## config.mk

```make
export PLATFORM = sky130hd
export DESIGN_NAME = preload_xfer_ctrl
export DESIGN_NICKNAME = d
export VERILOG_FILES = /design/src/rtl/xfer_pkg.sv /design/src/rtl/xfer_edge_det.sv /design/src/rtl/xfer_resync.sv /design/src/rtl/xfer_gate.sv /design/src/rtl/preload_xfer_ctrl.sv
export SDC_FILE = /design/constraint.sdc
export NUM_CORES = 1
export LEC_CHECK = 0
export BUFFER_PORTS_ARGS = -buffer_cell sky130_fd_sc_hd__buf_2
export CORE_MARGIN = 4
export CORE_UTILIZATION = 30
export DETAILED_ROUTE_END_ITERATION = 12
export MAX_ROUTING_LAYER = met4
export SYNTH_ARGS = -nofsm -noshare
export SYNTH_HDL_FRONTEND = slang
export SYNTH_HIERARCHICAL = 1
export SYNTH_SLANG_ARGS = --single-unit
```

## constraint.sdc

```tcl
create_clock -name clk -period 1.2 [get_ports clk]
set_input_delay 0.12 -clock clk [delete_from_list [all_inputs] [get_ports clk]]
set_output_delay 0.12 -clock clk [all_outputs]
set_load 0.03 [all_outputs]
```

## src/rtl/xfer_pkg.sv

```systemverilog
package xfer_pkg;

  localparam int unsigned GATE_W = 4;
  localparam int unsigned EXT_NOW_BASE = 3;

  typedef enum logic [2:0] {
    G_FREE,
    G_DMA_NOW,
    G_DMA_ARM,
    G_EXT_NOW,
    G_EXT_ARM,
    G_RESV
  } gclass_e;

  function automatic gclass_e gate_class(input logic [GATE_W-1:0] g, input int unsigned n_ext);
    int unsigned gi;
    gi = 32'(g);
    if (gi == 0)                                 return G_FREE;
    else if (gi == 1)                            return G_DMA_NOW;
    else if (gi == 2)                            return G_DMA_ARM;
    else if (gi < EXT_NOW_BASE + n_ext)          return G_EXT_NOW;
    else if (gi < EXT_NOW_BASE + 2 * n_ext)      return G_EXT_ARM;
    else                                         return G_RESV;
  endfunction

endpackage

```

## src/rtl/xfer_edge_det.sv

```systemverilog
module xfer_edge_det #(
  parameter int unsigned W = 3
) (
  input  logic         clk,
  input  logic         rst_n,
  input  logic [W-1:0] lvl_i,
  output logic [W-1:0] rise_o
);

  logic [W-1:0] prev_q;
  logic [W-1:0] prev_n;

  always_comb begin
    prev_n = lvl_i;
    rise_o = lvl_i & ~prev_q;
  end

  always_ff @(posedge clk or negedge rst_n) begin
    if (!rst_n) prev_q <= '0;
    else        prev_q <= prev_n;
  end

endmodule

```

## src/rtl/xfer_resync.sv

```systemverilog
module xfer_resync (
  input  logic clk,
  input  logic rst_n,
  input  logic adj_raw_i,
  input  logic sw_i,
  input  logic boundary_i,
  input  logic free_mode_i,
  input  logic resync_i,
  input  logic xfer_i,
  output logic adj_eff_o,
  output logic sw_eff_o,
  output logic release_o
);

  logic hold_q;
  logic hold_n;
  logic defer_act;
  logic defer_now;

  always_comb begin
    defer_act = free_mode_i & resync_i;
    defer_now = defer_act & (adj_raw_i | sw_i);
    adj_eff_o = adj_raw_i & ~defer_act;
    sw_eff_o  = sw_i & ~defer_act;
    release_o = free_mode_i & boundary_i & (hold_q | defer_now);
    if (xfer_i)         hold_n = 1'b0;
    else if (defer_now) hold_n = 1'b1;
    else                hold_n = hold_q;
  end

  always_ff @(posedge clk or negedge rst_n) begin
    if (!rst_n) hold_q <= 1'b0;
    else        hold_q <= hold_n;
  end

  // a held update is always released at a boundary in the free code
  p_hold_released_r9: assert property (@(posedge clk) disable iff (!rst_n)
    (hold_q && boundary_i && free_mode_i) |=> !hold_q);

endmodule

```

## src/rtl/xfer_gate.sv

```systemverilog
module xfer_gate
  import xfer_pkg::*;
#(
  parameter int unsigned N_EXT = 3
) (
  input  logic              clk,
  input  logic              rst_n,
  input  logic [GATE_W-1:0] gate_i,
  input  logic              normal_evt_i,
  input  logic              release_i,
  input  logic              sw_i,
  input  logic              dma_i,
  input  logic [N_EXT-1:0]  ext_rise_i,
  output logic              xfer_n_o
);

  localparam int unsigned EXT_ARM_BASE = EXT_NOW_BASE + N_EXT;

  gclass_e          cls;
  logic [N_EXT-1:0] now_sel;
  logic [N_EXT-1:0] arm_sel;
  logic             armed_q;
  logic             armed_n;
  logic             arm;
  logic             fire;

  for (genvar k = 0; k < N_EXT; k++) begin : g_ext
    assign now_sel[k] = (gate_i == GATE_W'(EXT_NOW_BASE + k)) & ext_rise_i[k];
    assign arm_sel[k] = (gate_i == GATE_W'(EXT_ARM_BASE + k)) & ext_rise_i[k];
  end

  always_comb begin
    cls  = gate_class(gate_i, N_EXT);
    fire = sw_i;
    arm  = 1'b0;
    case (cls)
      G_FREE:    fire = fire | normal_evt_i | release_i;
      G_DMA_NOW: fire = fire | dma_i;
      G_DMA_ARM: begin
        fire = fire | (armed_q & normal_evt_i);
        arm  = dma_i;
      end
      G_EXT_NOW: fire = fire | (|now_sel);
      G_EXT_ARM: begin
        fire = fire | (armed_q & normal_evt_i);
        arm  = |arm_sel;
      end
      default:   fire = sw_i;
    endcase
    if (fire)     armed_n = 1'b0;
    else if (arm) armed_n = 1'b1;
    else          armed_n = armed_q;
    xfer_n_o = fire;
  end

  always_ff @(posedge clk or negedge rst_n) begin
    if (!rst_n) armed_q <= 1'b0;
    else        armed_q <= armed_n;
  end

  // an armed flag is consumed by the first enabled normal event
  p_armed_consumed_r5: assert property (@(posedge clk) disable iff (!rst_n)
    (armed_q && normal_evt_i && (cls == G_DMA_ARM || cls == G_EXT_ARM)) |=> !armed_q);

  // the software strobe leaves no armed flag behind
  p_sw_clears_arm_r1: assert property (@(posedge clk) disable iff (!rst_n)
    sw_i |=> !armed_q);

endmodule

```

## src/rtl/preload_xfer_ctrl.sv

```systemverilog
module preload_xfer_ctrl
  import xfer_pkg::*;
#(
  parameter int unsigned N_SIB = 5,
  parameter int unsigned N_EXT = 3
) (
  input  logic              clk,
  input  logic              rst_n,
  input  logic              ctr_reset_i,
  input  logic              ctr_roll_i,
  input  logic              rep_zero_i,
  input  logic              continuous_i,
  input  logic              sw_upd_i,
  input  logic              master_upd_i,
  input  logic [N_SIB-1:0]  sib_upd_i,
  input  logic              dma_done_i,
  input  logic [N_EXT-1:0]  ext_en_i,
  input  logic              cfg_rep_en_i,
  input  logic              cfg_rst_en_i,
  input  logic              cfg_master_en_i,
  input  logic [N_SIB-1:0]  cfg_sib_en_i,
  input  logic [GATE_W-1:0] cfg_gate_i,
  input  logic              cfg_resync_i,
  output logic              xfer_o,
  output logic              req_o
);

  localparam int unsigned RESV_FIRST = EXT_NOW_BASE + 2 * N_EXT;

  logic [N_EXT-1:0] ext_rise;
  logic adj_raw, adj_eff, sw_eff, release_w;
  logic boundary, free_mode;
  logic rep_evt, rst_evt, normal_evt;
  logic xfer_n;
  logic xfer_q, req_q;
  logic xfer_d, req_d;

  always_comb begin
    adj_raw   = (cfg_master_en_i & master_upd_i) | (|(cfg_sib_en_i & sib_upd_i));
    boundary  = ctr_reset_i | ctr_roll_i;
    free_mode = (cfg_gate_i == '0);
    rep_evt   = cfg_rep_en_i & ctr_roll_i & rep_zero_i;
    rst_evt   = cfg_rst_en_i & (ctr_reset_i | (ctr_roll_i & continuous_i));
    normal_evt = rep_evt | rst_evt | adj_eff;
  end

  xfer_edge_det #(.W(N_EXT)) u_edge (
    .clk    (clk),
    .rst_n  (rst_n),
    .lvl_i  (ext_en_i),
    .rise_o (ext_rise)
  );

  xfer_resync u_resync (
    .clk         (clk),
    .rst_n       (rst_n),
    .adj_raw_i   (adj_raw),
    .sw_i        (sw_upd_i),
    .boundary_i  (boundary),
    .free_mode_i (free_mode),
    .resync_i    (cfg_resync_i),
    .xfer_i      (xfer_n),
    .adj_eff_o   (adj_eff),
    .sw_eff_o    (sw_eff),
    .release_o   (release_w)
  );

  xfer_gate #(.N_EXT(N_EXT)) u_gate (
    .clk          (clk),
    .rst_n        (rst_n),
    .gate_i       (cfg_gate_i),
    .normal_evt_i (normal_evt),
    .release_i    (release_w),
    .sw_i         (sw_eff),
    .dma_i        (dma_done_i),
    .ext_rise_i   (ext_rise),
    .xfer_n_o     (xfer_n)
  );

  always_comb begin
    xfer_d = xfer_n;
    req_d  = xfer_q;
  end

  always_ff @(posedge clk or negedge rst_n) begin
    if (!rst_n) begin
      xfer_q <= 1'b0;
      req_q  <= 1'b0;
    end else begin
      xfer_q <= xfer_d;
      req_q  <= req_d;
    end
  end

  assign xfer_o = xfer_q;
  assign req_o  = req_q;

  // software strobe transfers unless deferred by resync in code 0
  p_sw_forces_r1: assert property (@(posedge clk) disable iff (!rst_n)
    (sw_upd_i && !(cfg_gate_i == '0 && cfg_resync_i)) |=> xfer_o);

  // DMA completion transfers directly in code 1
  p_dma_direct_r4: assert property (@(posedge clk) disable iff (!rst_n)
    (cfg_gate_i == GATE_W'(1) && dma_done_i) |=> xfer_o);

  // reserved codes block every hardware source
  p_reserved_quiet_r8: assert property (@(posedge clk) disable iff (!rst_n)
    (32'(cfg_gate_i) >= RESV_FIRST && !sw_upd_i) |=> !xfer_o);

  // nothing transfers between boundaries under resync in code 0
  p_resync_holds_r9: assert property (@(posedge clk) disable iff (!rst_n)
    (cfg_gate_i == '0 && cfg_resync_i && !ctr_reset_i && !ctr_roll_i) |=> !xfer_o);

  // request follows each transfer by one cycle and only then
  p_req_follows_r11: assert property (@(posedge clk) disable iff (!rst_n)
    xfer_o |=> req_o);
  p_req_cause_r11: assert property (@(posedge clk) disable iff (!rst_n)
    req_o |-> $past(xfer_o));

endmodule

```

==> results of run 1 <==
logic make-up after synthesis:
logic type | share of synthesized area
AO/OA/AOI/OAI | 0.292
AND/OR/NAND/NOR | 0.261
flip-flops | 0.368
multiplexers | 0.0710
buffers and inverters | 0.00789
timing repair:
action	4_1_cts	5_1_grt
hold buffers	4	0
hold endpoints to repair	10	0
gates resized for setup	3	3
endpoints found under the setup margin	3	3
pin swaps	0	1
through the flow:
stage                     cell area, µm²  setup TNS (ns)  setup slack, ns  total power, mW
final                                871          -0.550           -0.209            0.674
after global routing                 871          -0.743           -0.284            0.724
after CTS                            853          -0.616           -0.248            0.684
after detailed placement             767           -1.56           -0.560            0.455
after global placement               767           -1.33           -0.471            0.451
after floorplan                      517          -0.868           -0.317            0.339
flip-flops by register name (all words and copies together), names as in the netlist:
name / flops
u_edge/prev_q: 3
req_o: 1
u_gate/armed_q: 1
u_resync/hold_q: 1
xfer_o: 1
placed cells by master (no fill, tap or decap), types with 2 or more instances in the layout:
master and count:
sky130_fd_sc_hd__dfrtp_1 7, sky130_fd_sc_hd__nand3_2 2, sky130_fd_sc_hd__clkbuf_4 3, sky130_fd_sc_hd__nor2b_4 3, sky130_fd_sc_hd__nand3b_1 2, sky130_fd_sc_hd__buf_6 4
sky130_fd_sc_hd__a22oi_2 3, sky130_fd_sc_hd__buf_2 27, sky130_fd_sc_hd__nor2_1 2, sky130_fd_sc_hd__dlygate4sd3_1 4, sky130_fd_sc_hd__buf_4 10, sky130_fd_sc_hd__mux2_1 2
path summary, 6_finish.rpt:
check | to | slack (ns)
min reg2reg | req_o | 0.37
min in group clk | u_resync/hold_q | 0.28
max | u_resync/hold_q | -0.21
min | u_edge/prev_q[1] | 0.23
max in group asynchronous | u_resync/hold_q | 0.81
max reg2reg | u_resync/hold_q | -0.10
report_power, final:
part | total [mW] | internal (mW) | switching (mW)
sequential | 0.257 | 0.250 | 0.00722
clock | 0.205 | 0.126 | 0.0782
combinational | 0.213 | 0.123 | 0.0898
cell type report:
| type | instances | share of cell area |
|---|---|---|
| Inverter | 1 | 0.00431 |
| Clock buffer | 4 | 0.0302 |
| Sequential cell | 7 | 0.201 |
| Timing Repair Buffer | 45 | 0.339 |
| Multi-Input combinational cell | 37 | 0.402 |
| Tap cell | 16 | 0.0230 |
layer usage:
layer  GRT usage  vias to the layer above  wire length (µm)
met2       0.245                       18               676
met1       0.137                      253               507
li1            -                      280                 -
met4           0                        0                 0
met3      0.0338                        0                97
met5           -                        -                 0
==> out/summary.md, run 1 <==
Grouping stages by cell kind, the critical path spends the most delay in compound AO/OA/AOI/OAI gates. The number of nets handed over by synthesis was 75. The congestion estimate from routability-driven global placement came to 0.720.

Input and output buffers added on the ports amount to 31. Measured along the y axis, the die boundary spans 47.8 µm. Sorting the synthesized cells by how often they occur yields sky130_fd_sc_hd__dfrtp_1, sky130_fd_sc_hd__a22oi_1, sky130_fd_sc_hd__nor2b_4. 32 I/O pins were placed. Counting flops with a built-in enable in the synthesized netlist gives 0. For this run, the number of standard cells in the final layout without fillers is 110.

The Yosys step of the flow raised 6 warnings. Among all stages on the critical path, the largest delay is contributed by sky130_fd_sc_hd__a221o_1. For the source-to-sink clock delay at the later pin of the worst-skew pair, the log shows 0.24 ns. The area enclosed by the die boundary was 0.00229 mm².

The tree built by TritonCTS fans out to 7 sinks. For this run, the post-layout net count is 125. The prevailing post-synth register cell is sky130_fd_sc_hd__dfrtp_1.

The initial core utilization is 0.316. The flow ran to the end, but the final reports show violations. The detailed placement HPWL came out at 1.12 mm.

The tools report the source of the critical timing path as sib_upd_i[1]. 0 antenna diodes ended up in the layout. The core area was 0.00151 mm²; the area growth from synthesis to layout was 83.2%.

The run gives 710 MHz as the top achievable clock speed. Setup repair after global routing could not meet its margin everywhere. The first global-routing pass estimated 2.05 mm of wire.

Initial antenna violation count: 0. In the post-synthesis netlist, the biggest area contributors are sky130_fd_sc_hd__dfrtp_1, sky130_fd_sc_hd__nor2b_4, sky130_fd_sc_hd__a22oi_1, sky130_fd_sc_hd__mux2_1, sky130_fd_sc_hd__a21boi_0. The share of the core filled with cells in the final layout is 0.578.

The cell repeated most along the worst path was sky130_fd_sc_hd__nand3_2. The logs give 554 for the via count of the first global-routing pass and 0 for the number of pins exceeding their max-slew limit in the final report. The critical path class was in -> reg. The netlist uses 28 different library cells.

Detailed-routing iteration count for the pre-antenna-repair pass: 1. After detailed routing, the average wire length per cell comes to 11.6 µm. The total area of sequential cells is 175 µm².

Counting cells, the worst reg-to-reg path comes to 5. The routed layout has 551 vias. The total of fill cells in the finished design is 141, and the clock-pin slew of the registers on the worst-case setup and hold paths is 0.05 ns. IR analysis of the VDD net gives a maximum drop of 0.486 mV.

The startpoint type of the worst setup path was a primary input. The logs give 102 for the cell total after placement and 0.128 for the overall fraction of global-route tracks in use. The post-route fraction of the period consumed by the critical path is 1.17.

STA classifies the critical path endpoint as a register. In the synthesized netlist, the number of instances is 45. The instance count on the critical path is 9. At the worst endpoint, the required time is 1.37 ns. The headroom to the max-slew limit was 0.753. Dividing the detail-routed via count by the number of cells gives 5.01. TritonCTS built the clock tree. The logs give 1.28 mm for the total wire length after detailed routing and 0 for the count of final hold-check violations. The die is 47.8 µm wide. At the pin with the least slew margin, the transition time is 0.367 ns. Most used standard cell by instance count after synthesis: sky130_fd_sc_hd__dfrtp_1. The startpoint of the lowest-slack register-to-register path is u_edge/prev_q[2].

Worst min-delay path category: in -> async. After synthesis the cells add up to 475 µm². The overall overflow remaining after global route came out at 0. Max-cap violations in this run came to 0. The tools report the final critical-path setup slack as -0.209 ns.

The number of H-tree branching levels was 1; the setup-violating endpoint count in the final report was 3. In this run the worst path has a maximum fanout of 2. For the data arrival time of the critical path, the log shows 1.58 ns. The minimum period implied by the final worst setup slack came out at 1.41 ns. Power density over cell area: 774 mW/mm².

The cell taking the most area after synthesis was sky130_fd_sc_hd__dfrtp_1. Traced cell by cell, the critical path runs through buf_6 > a22oi_2 > nand3_2 > a21boi_2 > a221o_1 > or2_4 > a32oi_2 > nand3_2 > a21oi_2. Entering global routing, the biggest net connects 8 pins. Between clock sinks in the finished design, the worst skew comes to 0.00432 ns. The initialized floorplan defines 14 standard-cell rows. The run gives 0 as the final antenna-violating net count. The final reports fail on negative setup slack. For this block, the initial DRC count from the detailed router was 0.

Area fraction of the dominant cell type after synthesis: 0.368. The number of buffer and inverter stages on the critical path is 1. After clock tree synthesis, the setup repair step added 0 buffers. The sequential element share of the synthesized area was 0.368; the leakage power summed over all cells was 0.404 nW. Hold timing on the final database bottoms out at a slack of 0.234 ns. The number of buffers inserted during clock tree synthesis was 3; the remaining routing DRC violations was 0. The longest individual stage delay on the worst path came out at 0.28 ns. After synthesis, the mean cell area works out to 10.6 µm². Proportion of synthesized flip-flops having asynchronous set or reset: 1.00. Summing all multi-input logic gate instances after layout gives 350 µm². The share of final-layout standard cells stronger than drive strength 1 is 0.638. The tools report the CTS root buffer as sky130_fd_sc_hd__clkbuf_4.

The clock passes through at most 2 buffers. After synthesis the netlist holds a flip-flop and latch count of 7.
No activity file was read; power rests on OpenSTA's default activity.
==> inputs of run 2 (changes only) <==
--- a/config.mk
+++ b/config.mk
@@ -9,8 +9,9 @@
 export CORE_MARGIN = 4
 export CORE_UTILIZATION = 30
 export DETAILED_ROUTE_END_ITERATION = 12
+export GPL_TIMING_DRIVEN = 0
 export MAX_ROUTING_LAYER = met4
+export PLACE_DENSITY = 0.64
 export SYNTH_ARGS = -nofsm -noshare
 export SYNTH_HDL_FRONTEND = slang
-export SYNTH_HIERARCHICAL = 1
 export SYNTH_SLANG_ARGS = --single-unit
==> run 2 against run 1 <==
  * The flow still finishes with violations (negative setup slack)
  * Critical path depth fell by 2
  * Flip-flop and latch count unchanged
  * Die area decreased by 5.9%
  * Largest power group unchanged
  * Register-to-register slack gained 0.11 ns
==> out/summary.md, run 2 <==
The logs give 0.327 (+0.024) for the clock network fraction of total power and 141 µm (+45%) for the sum of met3 wire segment lengths after detailed routing. The post-synthesis instance total was 41 (-8.9%). Worst slack on hold paths: 0.157 ns (-0.0766 ns). The amount of wire on met2 after detailed routing is 582 µm (-14%). The worst hold path belongs to the class in -> reg. The net count after synthesis is 71 (-5.3%). The count of port buffers added during placement is 31 (unchanged). Cell-internal power: 473 µW (-5.1%). The proportion of synthesized flip-flops having asynchronous set or reset works out to 1.00 (unchanged).

The synthesized area per cell is 10.8 µm² (+2.0%), and the data arrival time of the critical path is 1.39 ns (-0.19 ns). The wire length of the first global-routing pass is 1.99 mm (-3.0%), and the via count is 514 (-6.7%). The tools report the setup-violating endpoint count in the final report as 1 (-2). The actual transition at the worst max-transition pin is 0.464 ns (+0.0961 ns), and the required time of the worst setup path is 1.37 ns (about the same). The run gives 0.327 (+0.0115) as the initial core utilization. The final antenna-violating net count was 0 (unchanged). The number of design-rule violations left by the first detailed-router iteration was 5 (+5); the switching component of the power was 168 µW (-4.1%). The net count reported at finish was 115 (-8.0%).

The proportion of total power due to net switching is 0.262 (+0.00212), and the buffer depth of the longest clock path is 2 (unchanged). The average routed wire per standard cell works out to 12.1 µm (+4.3%). The flow ran to the end, but the final reports show violations.

The total of fill cells in the finished design is 130 (-7.8%), and the number of enable-type register cells in the synthesized netlist is 0 (unchanged). The critical path class is in -> reg. The logs give 0 (-6) for the synthesis warning total and 0.562 (-0.0164) for the share of the core filled with cells in the final layout. Startpoint type of the worst setup path: a primary input. In the post-synthesis netlist, the biggest area contributors are sky130_fd_sc_hd__dfrtp_1, sky130_fd_sc_hd__nand4b_1, sky130_fd_sc_hd__a22oi_1, sky130_fd_sc_hd__nand3b_1, sky130_fd_sc_hd__nor4_4. The area fraction of the dominant cell type after synthesis is 0.397 (+0.0282). The final critical-path setup slack is -0.0199 ns (+0.189 ns), and the post-route fraction of the period consumed by the critical path is 1.02 (-0.158). The die height is 46.4 µm (-3.0%), and the cell area after synthesis is 442 µm² (-7.1%). Setup repair after global routing could not meet its margin everywhere.

Clock-pin slew of the registers on the worst-case setup and hold paths: 0.05 ns (about the same). The register with the most flip-flops in the final layout is u_edge.prev_q. The run gives 0.689 (-0.0642) as the headroom to the max-slew limit.

The chip width is 46.4 µm (-3.0%), and the number of rows created at floorplan is 13 (-1). The overall overflow remaining after global route is 0 (unchanged). The cell taking the most area after synthesis is sky130_fd_sc_hd__dfrtp_1. The count of different cell masters after synthesis was 22 (-21%); the detailed placement HPWL was 928 µm (-17%). For the antenna cell count, the log shows 0 (unchanged). The library cell used most frequently in the layout, excluding fill and tap cells, is sky130_fd_sc_hd__buf_2. The global placer's final weighted congestion was 0.799 (+11%); the maximum fanout count along the critical path was 2 (unchanged). The peak supply drop came out at 0.970 mV (+100%). Power density over cell area: 846 mW/mm² (+9.3%). The register bit count reported by yosys was 7 (unchanged). The source-to-sink clock delay at the later pin of the worst-skew pair came out at 0.25 ns (about the same). TritonCTS built the clock tree. Most used standard cell by instance count after synthesis: sky130_fd_sc_hd__dfrtp_1. Share of final-layout standard cells stronger than drive strength 1: 0.536 (-0.103).

For the number of maximum-capacitance constraint violations, the log shows 0 (unchanged). The count of final hold-check violations was 0 (unchanged); the via count normalized by instance count was 5.19 (+3.6%). The top cell types in the final layout, fill and taps aside, are sky130_fd_sc_hd__buf_2, sky130_fd_sc_hd__dfrtp_1, sky130_fd_sc_hd__buf_4, sky130_fd_sc_hd__dlygate4sd3_1. The tools report the largest net degree at the start of global routing as 9 (+1). Relative to the synthesized area, the layout overhead comes to 71.7%. Number of pins exceeding their max-slew limit in the final report: 0 (unchanged). The area of placed instances is 616 µm² (-20%). For the part of the power in combinational logic, the log shows 0.274 (-0.041). The final reports fail on negative setup slack. The sequential group share of total power came out at 0.399 (+0.018).

The tools report the via count of the first global-routing pass as 504 (-9.0%). The number of buffers inserted during clock tree synthesis is 3 (unchanged), and the number of I/O pins is 32 (unchanged). The core area was 0.00135 mm² (-10%); the detailed-routing iteration count for the pre-antenna-repair pass was 4 (+3).

The remaining routing DRC violations came out at 0 (unchanged). The prevailing post-synth register cell was sky130_fd_sc_hd__dfrtp_1. The logs give 820 MHz (+16%) for the top achievable clock speed and 0.326 nW (-19%) for the leakage power summed over all cells.

The run gives 0.397 (+0.0282) as the sequential element share of the synthesized area. The minimum period implied by the final worst setup slack came out at 1.22 ns (-0.189 ns). The initial antenna violation count is 0 (unchanged). Number of H-tree branching levels: 1 (unchanged). The cell area after layout was 758 µm² (-13%); the met1 layer wirelength in the final routing was 465 µm (-8.3%). The total clock sinks came out at 7 (unchanged). The highest metal layer with signal wires is met4.

The run gives 0.00215 mm² (-5.9%) as the area enclosed by the die boundary. CTS root buffer: sky130_fd_sc_hd__clkbuf_4. The overall fraction of global-route tracks in use came out at 0.137 (+0.00904). STA classifies the critical path endpoint as a register. Number of flip-flops in the largest register: 3 (unchanged). The final setup skew is 0.00236 ns (-0.00196 ns). The total wire length after detailed routing was 1.20 mm (-6.2%).
==> run 2: cell count changes after synthesis, sizes merged, moves of 2 or more <==
cell | previous run | this run
nand4b | 0 | 3
a31oi | 1 | 3
nor2b | 4 | 0
or2 | 2 | 0
o21ai | 1 | 3
nand2b | 0 | 4
mux2 | 3 | 0
nor2 | 2 | 0
a21boi | 2 | 0
==> run 2: cell type report <==
class | count | area, µm² | area share
multi-input combinational | 34 | 285 | 0.376
clock buffer | 4 | 26.3 | 0.0347
sequential | 7 | 175 | 0.231
tap | 15 | 18.8 | 0.0248
timing repair buffer | 39 | 253 | 0.333
==> run 2: path summary, 6_finish.rpt <==
check,slack [ns],to,startpoint,depth (start not counted)
max,-0.02,u_gate.armed_q,cfg_gate_i[2],7
min,0.16,xfer_o,sw_upd_i,3
max reg2reg,0.01,u_gate.armed_q,u_edge.prev_q[2],5
min reg2reg,0.37,req_o,xfer_o,0
max in group asynchronous,0.82,u_gate.armed_q,rst_n,2
min in group asynchronous,0.23,u_edge.prev_q[1],rst_n,2
==> run 2: stage by stage <==
stage                     std cells  setup slack [ns]  power (mW)  TNS [ns]
after floorplan                  41           -0.0223       0.321   -0.0370
after global placement           87            -0.324       0.400    -0.881
after detailed placement         87            -0.336       0.402    -0.917
after CTS                        96          -0.00253       0.639  -0.00253
after global routing             99            -0.137       0.693    -0.256
final                            99           -0.0199       0.642   -0.0199
==> run 2: power groups by stage <==
stage	combinational (mW)	clock (mW)	sequential [mW]
global route	0.194	0.242	0.258
CTS	0.167	0.217	0.256
global placement	0.141	0	0.259
floorplan	0.0500	0	0.271
finish	0.176	0.210	0.256
detailed placement	0.142	0	0.259
==> run 2: timing repair <==
item                                    4_1_cts  5_1_grt
pin swaps                                     6        2
cloned                                        0        0
setup buffers                                 3        1
endpoints found under the hold margin         8        2
hold buffers                                  2        2
endpoints found under the setup margin        3        3
resized for setup                            11        1
==> run 2: kinds of logic (layout without fill, tap and decap cells) <==
| family | count (synthesis) | count (layout) | synth area share |
|---|---|---|---|
| AOI/OAI and AO/OA | 17 | 17 | 0.297 |
| and+or+nand+nor | 17 | 17 | 0.306 |
| DFF | 7 | 7 | 0.397 |
| buffers and inverters | 0 | 43 | 0 |
==> run 2: critical path, cell delays in order <==
cell and delay (ns):
sky130_fd_sc_hd__buf_8 0.10, sky130_fd_sc_hd__nor4_4 0.28, sky130_fd_sc_hd__nand2_1 0.11, sky130_fd_sc_hd__a222oi_1 0.35
sky130_fd_sc_hd__buf_4 0.18, sky130_fd_sc_hd__o221ai_2 0.10, sky130_fd_sc_hd__a31oi_2 0.15
==> run 2: per-layer routing <==
metal / global-route usage / vias to the layer above
li1: - / 259
met4: 0.0511 / 0
met1: 0.139 / 228
met3: 0.0625 / 2
met5: - / -
met2: 0.228 / 25
